--- src/rtl/ledchain_pkg.sv ---
package ledchain_pkg;

    typedef enum logic [1:0] {
        CH_IDLE = 2'd0,
        CH_SEND = 2'd1,
        CH_GAP  = 2'd2
    } chain_st_e;

    // Full red in green-red-blue byte layout.
    localparam logic [23:0] RED_GRB = 24'h00FF00;

endpackage

--- src/rtl/ledchain_pixel_sel.sv ---
// Picks the colour word of the LED being sent and the bit currently on the wire.
module ledchain_pixel_sel #(
    parameter int NUM_LEDS = 16,
    parameter int COLOR_W  = 24,
    localparam int LED_W   = $clog2(NUM_LEDS),
    localparam int BIT_W   = $clog2(COLOR_W)
) (
    input  logic [NUM_LEDS-1:0] mask,
    input  logic [COLOR_W-1:0]  on_c,
    input  logic [COLOR_W-1:0]  off_c,
    input  logic [LED_W-1:0]    led,
    input  logic [BIT_W-1:0]    bit_idx,
    output logic                bit_val
);

    logic [COLOR_W-1:0] word;

    always_comb begin
        word    = mask[led] ? on_c : off_c;
        bit_val = word[bit_idx];
    end

endmodule

--- src/rtl/ledchain_bit_enc.sv ---
// Turns the position inside a bit period into a line level.
module ledchain_bit_enc #(
    parameter int T0H    = 5,
    parameter int T1H    = 10,
    parameter int TBIT   = 15,
    localparam int CNT_W = $clog2(TBIT)
) (
    input  logic [CNT_W-1:0] cnt,
    input  logic             bit_val,
    output logic             level,
    output logic             period_end
);

    localparam logic [CNT_W-1:0] HI0  = CNT_W'(T0H);
    localparam logic [CNT_W-1:0] HI1  = CNT_W'(T1H);
    localparam logic [CNT_W-1:0] LAST = CNT_W'(TBIT - 1);

    always_comb begin
        level      = cnt < (bit_val ? HI1 : HI0);
        period_end = cnt == LAST;
    end

endmodule

--- src/rtl/ledchain_mask_drv.sv ---
module ledchain_mask_drv
    import ledchain_pkg::*;
#(
    parameter int NUM_LEDS = 16,
    parameter int COLOR_W  = 24,
    parameter int T0H      = 5,
    parameter int T1H      = 10,
    parameter int TBIT     = 15,
    parameter int GAP_CYC  = 720,
    parameter logic [COLOR_W-1:0] SET_COLOR = COLOR_W'(RED_GRB)
) (
    input  logic                clk,
    input  logic                rst_n,
    input  logic                start,
    input  logic                set_mode,
    input  logic [NUM_LEDS-1:0] mask,
    input  logic [COLOR_W-1:0]  on_color,
    input  logic [COLOR_W-1:0]  off_color,
    output logic                dout,
    output logic                busy
);

    localparam int LED_W = $clog2(NUM_LEDS);
    localparam int BIT_W = $clog2(COLOR_W);
    localparam int CNT_W = $clog2(TBIT);
    localparam int GAP_W = $clog2(GAP_CYC);

    localparam logic [LED_W-1:0] LED_TOP = LED_W'(NUM_LEDS - 1);
    localparam logic [BIT_W-1:0] BIT_TOP = BIT_W'(COLOR_W - 1);
    localparam logic [GAP_W-1:0] GAP_TOP = GAP_W'(GAP_CYC - 1);

    typedef struct packed {
        chain_st_e             st;
        logic [LED_W-1:0]      led;
        logic [BIT_W-1:0]      bit_idx;
        logic [CNT_W-1:0]      cnt;
        logic [GAP_W-1:0]      gap;
        logic [NUM_LEDS-1:0]   mask;
        logic [COLOR_W-1:0]    on_c;
        logic [COLOR_W-1:0]    off_c;
    } frame_t;

    frame_t r_q, r_d;
    logic   bit_val;
    logic   level;
    logic   period_end;

    ledchain_pixel_sel #(
        .NUM_LEDS (NUM_LEDS),
        .COLOR_W  (COLOR_W)
    ) u_sel (
        .mask    (r_q.mask),
        .on_c    (r_q.on_c),
        .off_c   (r_q.off_c),
        .led     (r_q.led),
        .bit_idx (r_q.bit_idx),
        .bit_val (bit_val)
    );

    ledchain_bit_enc #(
        .T0H  (T0H),
        .T1H  (T1H),
        .TBIT (TBIT)
    ) u_enc (
        .cnt        (r_q.cnt),
        .bit_val    (bit_val),
        .level      (level),
        .period_end (period_end)
    );

    always_comb begin
        r_d = r_q;
        unique case (r_q.st)
            CH_IDLE: begin
                if (start) begin
                    // Snapshot everything the frame depends on.
                    r_d.st      = CH_SEND;
                    r_d.led     = '0;
                    r_d.bit_idx = BIT_TOP;
                    r_d.cnt     = '0;
                    r_d.mask    = mask;
                    r_d.on_c    = set_mode ? SET_COLOR : on_color;
                    r_d.off_c   = off_color;
                end
            end
            CH_SEND: begin
                if (period_end) begin
                    r_d.cnt = '0;
                    if (r_q.bit_idx == '0) begin
                        r_d.bit_idx = BIT_TOP;
                        if (r_q.led == LED_TOP) begin
                            r_d.st  = CH_GAP;
                            r_d.gap = '0;
                        end else begin
                            r_d.led = r_q.led + 1'b1;
                        end
                    end else begin
                        r_d.bit_idx = r_q.bit_idx - 1'b1;
                    end
                end else begin
                    r_d.cnt = r_q.cnt + 1'b1;
                end
            end
            CH_GAP: begin
                if (r_q.gap == GAP_TOP) begin
                    r_d.st = CH_IDLE;
                end else begin
                    r_d.gap = r_q.gap + 1'b1;
                end
            end
            default: r_d.st = CH_IDLE;
        endcase
    end

    always_ff @(posedge clk or negedge rst_n) begin
        if (!rst_n) begin
            r_q <= '0;
        end else begin
            r_q <= r_d;
        end
    end

    assign busy = (r_q.st != CH_IDLE);
    assign dout = (r_q.st == CH_SEND) && level;

endmodule

--- config.mk ---
export PLATFORM = sky130hd
export DESIGN_NAME = ledchain_mask_drv
export DESIGN_NICKNAME = d
export VERILOG_FILES = /design/src/rtl/ledchain_pkg.sv /design/src/rtl/ledchain_pixel_sel.sv /design/src/rtl/ledchain_bit_enc.sv /design/src/rtl/ledchain_mask_drv.sv
export SDC_FILE = /design/constraint.sdc
export NUM_CORES = 1
export LEC_CHECK = 0
export BUFFER_PORTS_ARGS = -buffer_cell sky130_fd_sc_hd__buf_2
export CAP_MARGIN = 10
export CORE_UTILIZATION = 40
export DETAILED_ROUTE_END_ITERATION = 10
export PLACE_DENSITY_LB_ADDON = 0.3
export SLEW_MARGIN = 15
export SYNTH_ARGS = -nofsm -noshare
export SYNTH_HDL_FRONTEND = slang
export SYNTH_HIERARCHICAL = 1
export SYNTH_SLANG_ARGS = --single-unit
export TNS_END_PERCENT = 10
--- constraint.sdc ---
create_clock -name clk -period 4.5 [get_ports clk]
set_input_delay 0.45 -clock clk [delete_from_list [all_inputs] [get_ports clk]]
set_output_delay 0.45 -clock clk [all_outputs]
set_load 0.05 [all_outputs]
==> out/results.txt, run 1 <==
Critical Path RT - 4.05 ns
Number of synthesized register bits - 89
Vias in the first global route - 3,778
Share of the synthesized area in the top cell type - 0.476
Yosys warns - 6
Total die area - 12,100 µm²
Root Driver - clkbuf_16
Slowest stage cell, crit path - mux4_2
CTS tree - done
Core area - 11,400 µm²
Ant. Diodes - 0
Cts bufs inserted - 9
Critical path class - register to output pin
Peak Freq - 0.223 GHz
CP startpoint kind - register
Total global-route track usage - 0.197
Gp weighted congestion - 0.814
Global route overflow - 0
Slew HR - 0.457
Status - finished clean
Commonest non-fill, non-tap cell in the layout - nand2_1
Levels on crit path - 15
Gate Count Post-Synth - 503
Worst flop-to-flop path endpoint - r_q[85]$_DFFE_PN0P_
Initial Util - 0.410
Pin count of the biggest net entering global routing - 90
CTS sink count - 89
DP Cell Count - 702
Worst-path maximum fanout - 5
H-tree Lvls - 3
DRT iter0 DRCs - 140
Max reg flops - 89
Family with the most delay on the worst path - compound AO/OA/AOI/OAI gates
DR WL/cell - 15.2 µm
Fill cell count - 1,130
Syn_nets - 578
Commonest cells after routing, fill and taps aside - 192 x nand2_1, 87 x dfrtp_1, 67 x buf_2
Vias - 3,876
Top reg by flops - r_q
R2R cell count - 4
Final Power - 0.00177 W
RSZ-0062 raised after global routing - true
Hold slack - 0.156 ns
Residual DRC - 0
Initial antenna violation count - 0
CP most frequent cell - mux2i_4
VDD IR-drop max - 0.168 mV
Critical Path AT - 4.04 ns
Top cells by area, synth - dfrtp_1 48%, nand2_1 15%, mux2i_1 6.4%
Fin. Hold Viols - 0
First-pass GRT wire length - 18,300 µm
Static Leak - 2.85 nW
Biggest regs - r_q (89)
Dominant cell type by area after synthesis - dfrtp_1
I/O Buffers - 69
Syn Area/Cell - 9.31 µm²
WP buf/inv - 4
DRT Pass-1 Iters - 5
Reg-to-reg startpoint - r_q[88]$_DFFE_PN0P_
Final setup fails - 0
CP cell instances - mux4_2, mux2i_4, mux2i_4, buf_6, mux2i_1, a22o_1, o311a_1, a2111oi_4, buf_4, inv_4, ha_4, o21ai_2, a211o_1, and2_4, buf_8
Seq/Total Area, Yosys - 0.476
Share of cells above drive strength 1 - 0.229
Die width - 110 µm
Number of synthesized flops with an enable pin - 0
Worst-path clk slew - 0.06 ns
Ys async rst share - 1.00
Area grow syn2layout - 21.3%
Worst Tran Pin Value - 0.815 ns
Min-delay worst type - input pin to asynchronous set/reset pin
Hold Buf Count CTS - 0
Die height - 110 µm
Max-cap violations - 0
Final ANT Viol Nets - 0
Fin. max-slew vios - 0
Worst skew pair latency - 0.35 ns
P per Cell Area - 312 nW/µm²
Reg2reg setup slack - 2.39 ns
Top Ports - 70
Row count - 39
Min Tclk post-route - 4.49 ns
Non-Filler Instances - 732
Clock Skew - 0.00677 ns
Ys flop type - dfrtp_1
Synth cell types - 61
Area of the multi-input gates - 2370 µm²
CTS Buffer Depth - 2
Register Area - 2230 µm²
Crit. End Element - output pin
Max incr delay on CP - 0.56 ns
Final wirelength - 11,100 µm
Mapped Area - 4680 µm²
DP HPWL - 7550 µm
Period Utilization, post-route - 0.999
Via density - 5.30
NumNets Final - 659
==> worst max-delay path by stage <==
stage                              from   end  slack [ns]
finish              r_q[85]$_DFFE_PN0P_  dout       0.006
global route        r_q[85]$_DFFE_PN0P_  dout       -0.09
CTS                 r_q[86]$_DFFE_PN0P_  dout       0.001
detailed placement  r_q[85]$_DFFE_PN0P_  dout       -0.21
global placement    r_q[85]$_DFFE_PN0P_  dout       -0.11
floorplan           r_q[85]$_DFFE_PN0P_  dout        0.33
==> per-stage QoR <==
stage | area [µm²] | setup slack (ns) | utilization | setup TNS [ns]
final | 5680 | 0.00625 | 0.497 | 0
after CTS | 5530 | 0.00143 | 0.484 | 0
after global placement | 5160 | -0.108 | 0.452 | -0.108
after floorplan | 4680 | 0.333 | - | 0
after detailed placement | 5160 | -0.215 | 0.452 | -0.215
after global routing | 5680 | -0.0911 | 0.497 | -0.0911
==> cells in the mapped netlist (all sizes together) (2+ instances only) <==
library cell  count
and2              5
buf              10
mux2i            33
nand2b            5
nor4              2
nand3b           17
o311ai            2
nor3              6
mux4              4
clkbuf           13
o21ai            18
and3              2
or2               3
and2b             2
nor2             11
nor2b             4
dfrtp            89
ha                7
a21oi             5
a22o              5
a22oi             9
nand2           192
a32o              2
inv              11
o31ai             4
a221o             2
a2111oi           2
nand3            12
a211o             2
o41ai             2
a21o              2
mux2              3
nand4             2
==> metal layers <==
| layer | track usage | share of wire | up-vias |
|---|---|---|---|
| met5 | 0 | 0 | - |
| li1 | - | - | 1885 |
| met3 | 0.0253 | 0.033 | 19 |
| met2 | 0.325 | 0.49 | 74 |
| met4 | 0.0808 | 0.024 | 0 |
| met1 | 0.262 | 0.46 | 1898 |
==> cells by family after synthesis <==
logic type | Yosys count | synth area share
fa+ha+maj | 7 | 0.0187
simple gates | 268 | 0.259
buf+inv | 34 | 0.0355
flops | 89 | 0.476
compound gates | 64 | 0.102
xor+xnor | 1 | 0.00187
mux | 40 | 0.107
==> final cells by class <==
class,instances,share of cell area
Clock inverter,2,0.00617
Tap cell,143,0.0315
Timing Repair Buffer,92,0.0974
Clock buffer,14,0.0482
Sequential cell,89,0.393
Inverter,11,0.00771
Multi-Input combinational cell,381,0.417
==> report_power, final <==
part,internal [W],total [W],leakage (nW),switching [W]
clock,0.000475,0.000771,0.153,0.000296
combinational,0.0000790,0.000152,1.56,0.0000735
sequential,0.000829,0.000850,1.14,0.0000210
total,0.00138,0.00177,2.85,0.000390
==> worst register-to-register path: stages, from the launching register on <==
cell and delay, ns:
dfrtp_1 0.53, or2_1 0.33, or2_2 0.53, a221o_1 0.37
a32o_1 0.22
==> repair_timing <==
| action | CTS | global route |
|---|---|---|
| endpoints found under the setup margin | 1 | 1 |
| pin swaps | 0 | 5 |
| gates resized for setup | 11 | 18 |
| gates cloned | 0 | 1 |
| setup buffers | 5 | 8 |
| endpoints found under the hold margin | 0 | 0 |
Power figures use the tool's default switching activity.
==> run 2: changes to the inputs <==
- SYNTH_HIERARCHICAL: 1 -> default
==> run 2 against run 1 <==
- largest cell class is now flip-flops and latches
- fmax grew 1.9%
- register-to-register slack worse by 0.73 ns
- clock power shrank 29%
- sequential share of layout area is 3.6 points higher
- clock-buffer cell count decreased by 1
- via count fell by 9.4%
==> out/results.txt, run 2 <==
Commonest non-fill, non-tap cell in the layout - nand2_1
Fin. Hold Viols - 0
Design area - 5200 µm²
DRT Pass-1 Iters - 4
Crit. End Element - output pin
Final wirelength - 10,100 µm
Yosys warns - 0
WP buf/inv - 3
Area of the multi-input gates - 2130 µm²
Status - finished clean
Synth cell count leaders - 189 x nand2_1, 89 x dfrtp_1, 19 x nor2_1
Register Area - 2230 µm²
Top cells by area, synth - dfrtp_1 51%, nand2_1 16%, mux4_1 5.4%
RSZ-0062 raised after global routing - true
Area grow syn2layout - 19.0%
Fill cell count - 1,016
Syn Area/Cell - 9.25 µm²
Cts bufs inserted - 9
Share of cells above drive strength 1 - 0.224
Share of the synthesized area in the top cell type - 0.509
P per Cell Area - 398 nW/µm²
Gate Count Post-Synth - 473
Number of synthesized register bits - 89
Worst-path clk slew - 0.08 ns
Seq/Total Area, Yosys - 0.509
Total die area - 11,400 µm²
Peak Freq - 0.227 GHz
Clock Skew - 0.00925 ns
Synth cell types - 46
Pin count of the biggest net entering global routing - 68
Placement-stage cell area - 4830 µm²
First-pass GRT wire length - 16,800 µm
Min-delay worst type - input pin to asynchronous set/reset pin
Max reg flops - 89
Most common cell in the netlist - nand2_1
CP startpoint kind - register
Initial Util - 0.418
Dominant cell type by area after synthesis - dfrtp_1
Critical Path RT - 4.05 ns
Fin. max-slew vios - 0
DP HPWL - 6720 µm
Ys async rst share - 1.00
Commonest cells after routing, fill and taps aside - 188 x nand2_1, 88 x dfrtp_1, 67 x buf_2
Worst-path maximum fanout - 6
Core area - 10,500 µm²
Period Utilization, post-route - 0.980
Top reg by flops - r_q
Ys flop type - dfrtp_1
Ant. Diodes - 0
Final setup TNS - 0 ns
I/O Buffers - 69
Number of synthesized flops with an enable pin - 0
Vias in the first global route - 3,472
Final setup fails - 0
Family with the most delay on the worst path - compound AO/OA/AOI/OAI gates
Die width - 107 µm
Worst Tran Pin Value - 1.08 ns
Min Tclk post-route - 4.41 ns
Max incr delay on CP - 0.64 ns
NumNets Final - 619
Critical Path AT - 3.96 ns
Total global-route track usage - 0.189
Vias - 3,513
Top Ports - 70
Initial antenna violation count - 0
Residual DRC - 0
H-tree Lvls - 3
Mapped Area - 4370 µm²
Static Leak - 2.70 nW
Hold Buf Count CTS - 0
VDD IR-drop max - 0.280 mV
Worst skew pair latency - 0.36 ns
Slew HR - 0.277
Finished Core Util - 0.497
CP cell instances - mux4_1, o21ai_4, nand2_2, buf_4, mux2i_1, a311o_1, nand4_1, o21a_1, inv_2, ha_4, o21ai_2, nand2b_1, a21oi_2, a211o_1, and3_4, buf_8
Via density - 5.13
Row count - 37
CTS tree - done
CTS sink count - 89
Slowest stage cell, crit path - mux4_1
Final ANT Viol Nets - 0
CTS Buffer Depth - 2
Global route overflow - 0
Syn_nets - 548
Critical path class - register to output pin
Max-cap violations - 0
DR WL/cell - 14.8 µm
Gp weighted congestion - 0.834
Biggest regs - r_q (89)
Die height - 107 µm
DRT iter0 DRCs - 201
Root Driver - clkbuf_8
==> run 2: cell count changes after synthesis, moves of 5 or more <==
cell      change
mux2i_1      -23
o21ai_1      +10
a22oi_1       -9
nor2_1        +9
nand4_1       +8
buf_2         -6
a21oi_1       +5
a22o_1        -5
clkbuf_1      +5
mux4_1        +5
o21ai_0       -5
==> run 2: metal layers <==
metal | vias up | global-route usage | part of all wire
met5 | - | 0 | 0
met4 | 0 | 0.0685 | 0.016
met3 | 13 | 0.0316 | 0.040
met2 | 82 | 0.295 | 0.48
met1 | 1688 | 0.266 | 0.47
li1 | 1730 | - | -
==> run 2: worst paths after layout <==
kind,start,end,slack [ns],cells past startpoint
worst min-delay path,rst_n,r_q[17]$_DFFE_PN0P_,0.12,1
min in group clk,off_color[16],r_q[16]$_DFFE_PN0P_,0.28,3
worst max-delay path,r_q[83]$_DFFE_PN0P_,dout,0.09,16
max in group asynchronous,rst_n,r_q[1]$_DFFE_PN0P_,3.43,2
worst min register to register,r_q[29]$_DFFE_PN0P_,r_q[29]$_DFFE_PN0P_,0.47,2
worst max register to register,r_q[78]$_DFFE_PN0P_,r_q[73]$_DFFE_PN0P_,1.66,9
==> run 2: cell families (layout without fill, tap and decap cells) <==
kind of cell / after synthesis / after routing / synth area share
xor+xnor: 8 / 8 / 0.0160
compound gates: 50 / 50 / 0.0689
mux: 21 / 21 / 0.0890
fa+ha+maj: 8 / 8 / 0.0226
flops: 89 / 89 / 0.509
buf+inv: 32 / 107 / 0.0309
simple gates: 265 / 266 / 0.263
==> run 2: stage by stage <==
stage          worst slack, ns  cells  total power, W  hold slack, ns
5_1_grt                -0.0925    685         0.00219           0.163
3_5_place_dp            0.0730    661         0.00140           0.452
4_1_cts                 0.0254    681         0.00198           0.130
2_1_floorplan            0.402    473         0.00126           0.154
3_3_place_gp             0.160    661         0.00138           0.445
6_report                0.0908    685         0.00207           0.118
==> run 2: final cells by class <==
class / instances / area share
flip-flops and latches: 89 / 0.428
multi-input cells: 353 / 0.410
repair buffers: 80 / 0.0853
well taps: 136 / 0.0327
clock buffers: 13 / 0.0286
inverters: 11 / 0.00793
clock inverters: 3 / 0.00769
==> run 2: what timing repair did <==
item                       CTS  global route
buffers inserted             3             4
setup endpoints to repair    1             1
resized for setup           11            17
pin swaps                    2             9
gates cloned                 1             0
==> run 2: power by group <==
part	total [W]	internal [W]	switching, W	leakage, nW
Clock	0.000551	0.000271	0.000280	0.0974
Sequential	0.000960	0.000847	0.000112	1.21
Combinational	0.000561	0.000275	0.000286	1.40
==> run 3: changes to the inputs <==
- clock period: 4.5 -> 3.8 ns (I/O delays scaled with it)
==> run 3 against run 2 <==
- the run now ends with negative setup slack left
- critical path type unchanged
- first-iteration DRC count shrank 28%
- critical path depth grew 2
- sequential power grew 17%
- cell area grew 1.4%
- clock power grew 30%
- sequential share of layout area shrank 0.60 points
==> out/results.txt, run 3 (synthesis gave the netlist of run 2 again) <==
Status - complete, but fails checks
Violated checks - negative setup slack
CP most frequent cell - o21ai_2
Peak Freq - 0.233 GHz
Reg-to-reg startpoint - r_q[78]$_DFFE_PN0P_
CTS tree - done
Critical path class - register to output pin
Period Utilization, post-route - 1.13
Worst-path clk slew - 0.09 ns
Pin count of the biggest net entering global routing - 72
Biggest regs - r_q (89)
Fin. Hold Viols - 0
DP HPWL - 6670 µm
DRT iter0 DRCs - 145
DRT Pass-1 Iters - 4
Min Tclk post-route - 4.29 ns
Area grow syn2layout - 20.7%
Clock Skew - 0.00879 ns
RSZ-0062 raised after global routing - true
Fill cell count - 989
NumNets Final - 627
DR WL/cell - 13.9 µm
Final setup TNS - -0.490 ns
Max reg flops - 89
VDD IR-drop max - 0.277 mV
Final setup fails - 1
CP cell instances - buf_6, mux2i_2, a221oi_2, o21ai_2, nand2_2, buf_12, mux4_2, mux2i_1, o221ai_2, o21a_1, inv_2, ha_4, o21ai_2, nand2b_1, a21oi_2, maj3_2, and3_4, buf_8
Min-delay worst type - input pin to asynchronous set/reset pin
Slew HR - 0.407
Max incr delay on CP - 0.48 ns
Slowest stage cell, crit path - mux4_2
Final Power - 0.00256 W
Die width - 107 µm
H-tree Lvls - 3
Finished Core Util - 0.505
Worst Tran Pin Value - 0.890 ns
CP startpoint kind - register
Crit. End Element - output pin
Max-cap violations - 0
Share of cells above drive strength 1 - 0.241
Top Ports - 70
P per Cell Area - 484 nW/µm²
Die height - 107 µm
Row count - 37
I/O Buffers - 69
Worst skew pair latency - 0.36 ns
Final ANT Viol Nets - 0
Total global-route track usage - 0.185
Hold Buf Count CTS - 0
Global route overflow - 0
Commonest cells after routing, fill and taps aside - 188 x nand2_1, 88 x dfrtp_1, 67 x buf_2
Total die area - 11,400 µm²
CTS Buffer Depth - 2
First-pass GRT wire length - 16,400 µm
Root Driver - clkbuf_8
Gp weighted congestion - 0.772
Worst-path maximum fanout - 7
Vias in the first global route - 3,455
Via density - 5.06
Ant. Diodes - 0
Cts bufs inserted - 9
Commonest non-fill, non-tap cell in the layout - nand2_1
Static Leak - 2.75 nW
Fin. max-slew vios - 0
R2R cell count - 9
Vias - 3,501
Worst flop-to-flop path endpoint - r_q[73]$_DFFE_PN0P_
Final wirelength - 9620 µm
Initial Util - 0.418
Reg2reg setup slack - 0.95 ns
Final WS setup - -0.490 ns
CTS sink count - 89
Critical Path AT - 3.91 ns
Initial antenna violation count - 0
Residual DRC - 0
Top reg by flops - r_q
Hold slack - 0.148 ns
Core area - 10,500 µm²
Critical Path RT - 3.42 ns
run 3: cell count changes in the layout (fill, tap and decap cells not counted), sizes merged:
cell and change:
buf +9, clkbuf -3, clkinvlp +2, bufinv +1
clkinv -1, nand2 -1
run 3: metrics by stage:
step / cells / worst slack [ns] / area (µm²)
3_5_place_dp: 673 / -0.355 / 4950
2_1_floorplan: 473 / 0.0283 / 4390
5_1_grt: 692 / -0.725 / 5280
6_report: 692 / -0.490 / 5280
4_1_cts: 692 / -0.529 / 5290
3_3_place_gp: 673 / -0.245 / 4950
run 3: power by group:
part | internal [W] | leakage, nW | switching (W)
clock | 0.000383 | 0.104 | 0.000331
combinational | 0.000364 | 1.43 | 0.000355
sequential | 0.00100 | 1.21 | 0.000119
total | 0.00175 | 2.75 | 0.000805
run 3: worst max-delay path, delay by kind of cell, from the launching register on:
family / cells / cell delay [ns]
buf+inv: 4 / 0.49
simple gates: 3 / 0.40
flops: 1 / 0.44
fa+ha+maj: 2 / 0.39
compound gates: 6 / 0.99
mux: 3 / 0.83
run 3: layer usage:
layer	GRT usage	vias to the layer above	wire length, µm
met5	0	-	0
met4	0.0744	0	183
met3	0.0426	16	313
met2	0.297	69	4670
met1	0.242	1674	4460
li1	-	1742	-
run 3: how the worst max path moves through the flow:
stage	cells after the start	from	slack, ns	end
after floorplan	16	r_q[83]$_DFFE_PN0P_	0.03	dout
after global placement	18	r_q[83]$_DFFE_PN0P_	-0.25	dout
after detailed placement	18	r_q[83]$_DFFE_PN0P_	-0.36	dout
after CTS	17	r_q[83]$_DFFE_PN0P_	-0.53	dout
after global routing	18	r_q[83]$_DFFE_PN0P_	-0.73	dout
final	18	r_q[83]$_DFFE_PN0P_	-0.49	dout
run 3: cell type report:
class,instances,area (µm²),share of cell area
clock buffer,10,138,0.0261
clock inverter,5,80.1,0.0152
inverter,11,41.3,0.00782
multi-input combinational,352,2080,0.395
sequential,89,2230,0.422
tap,136,170,0.0322
timing repair buffer,89,537,0.102
run 3: timing repair:
| item | in CTS | in global routing |
|---|---|---|
| buffers inserted | 3 | 1 |
| gates resized for setup | 14 | 7 |
| pin swaps | 10 | 9 |
| setup endpoints to repair | 1 | 1 |
| cloned | 1 | 0 |
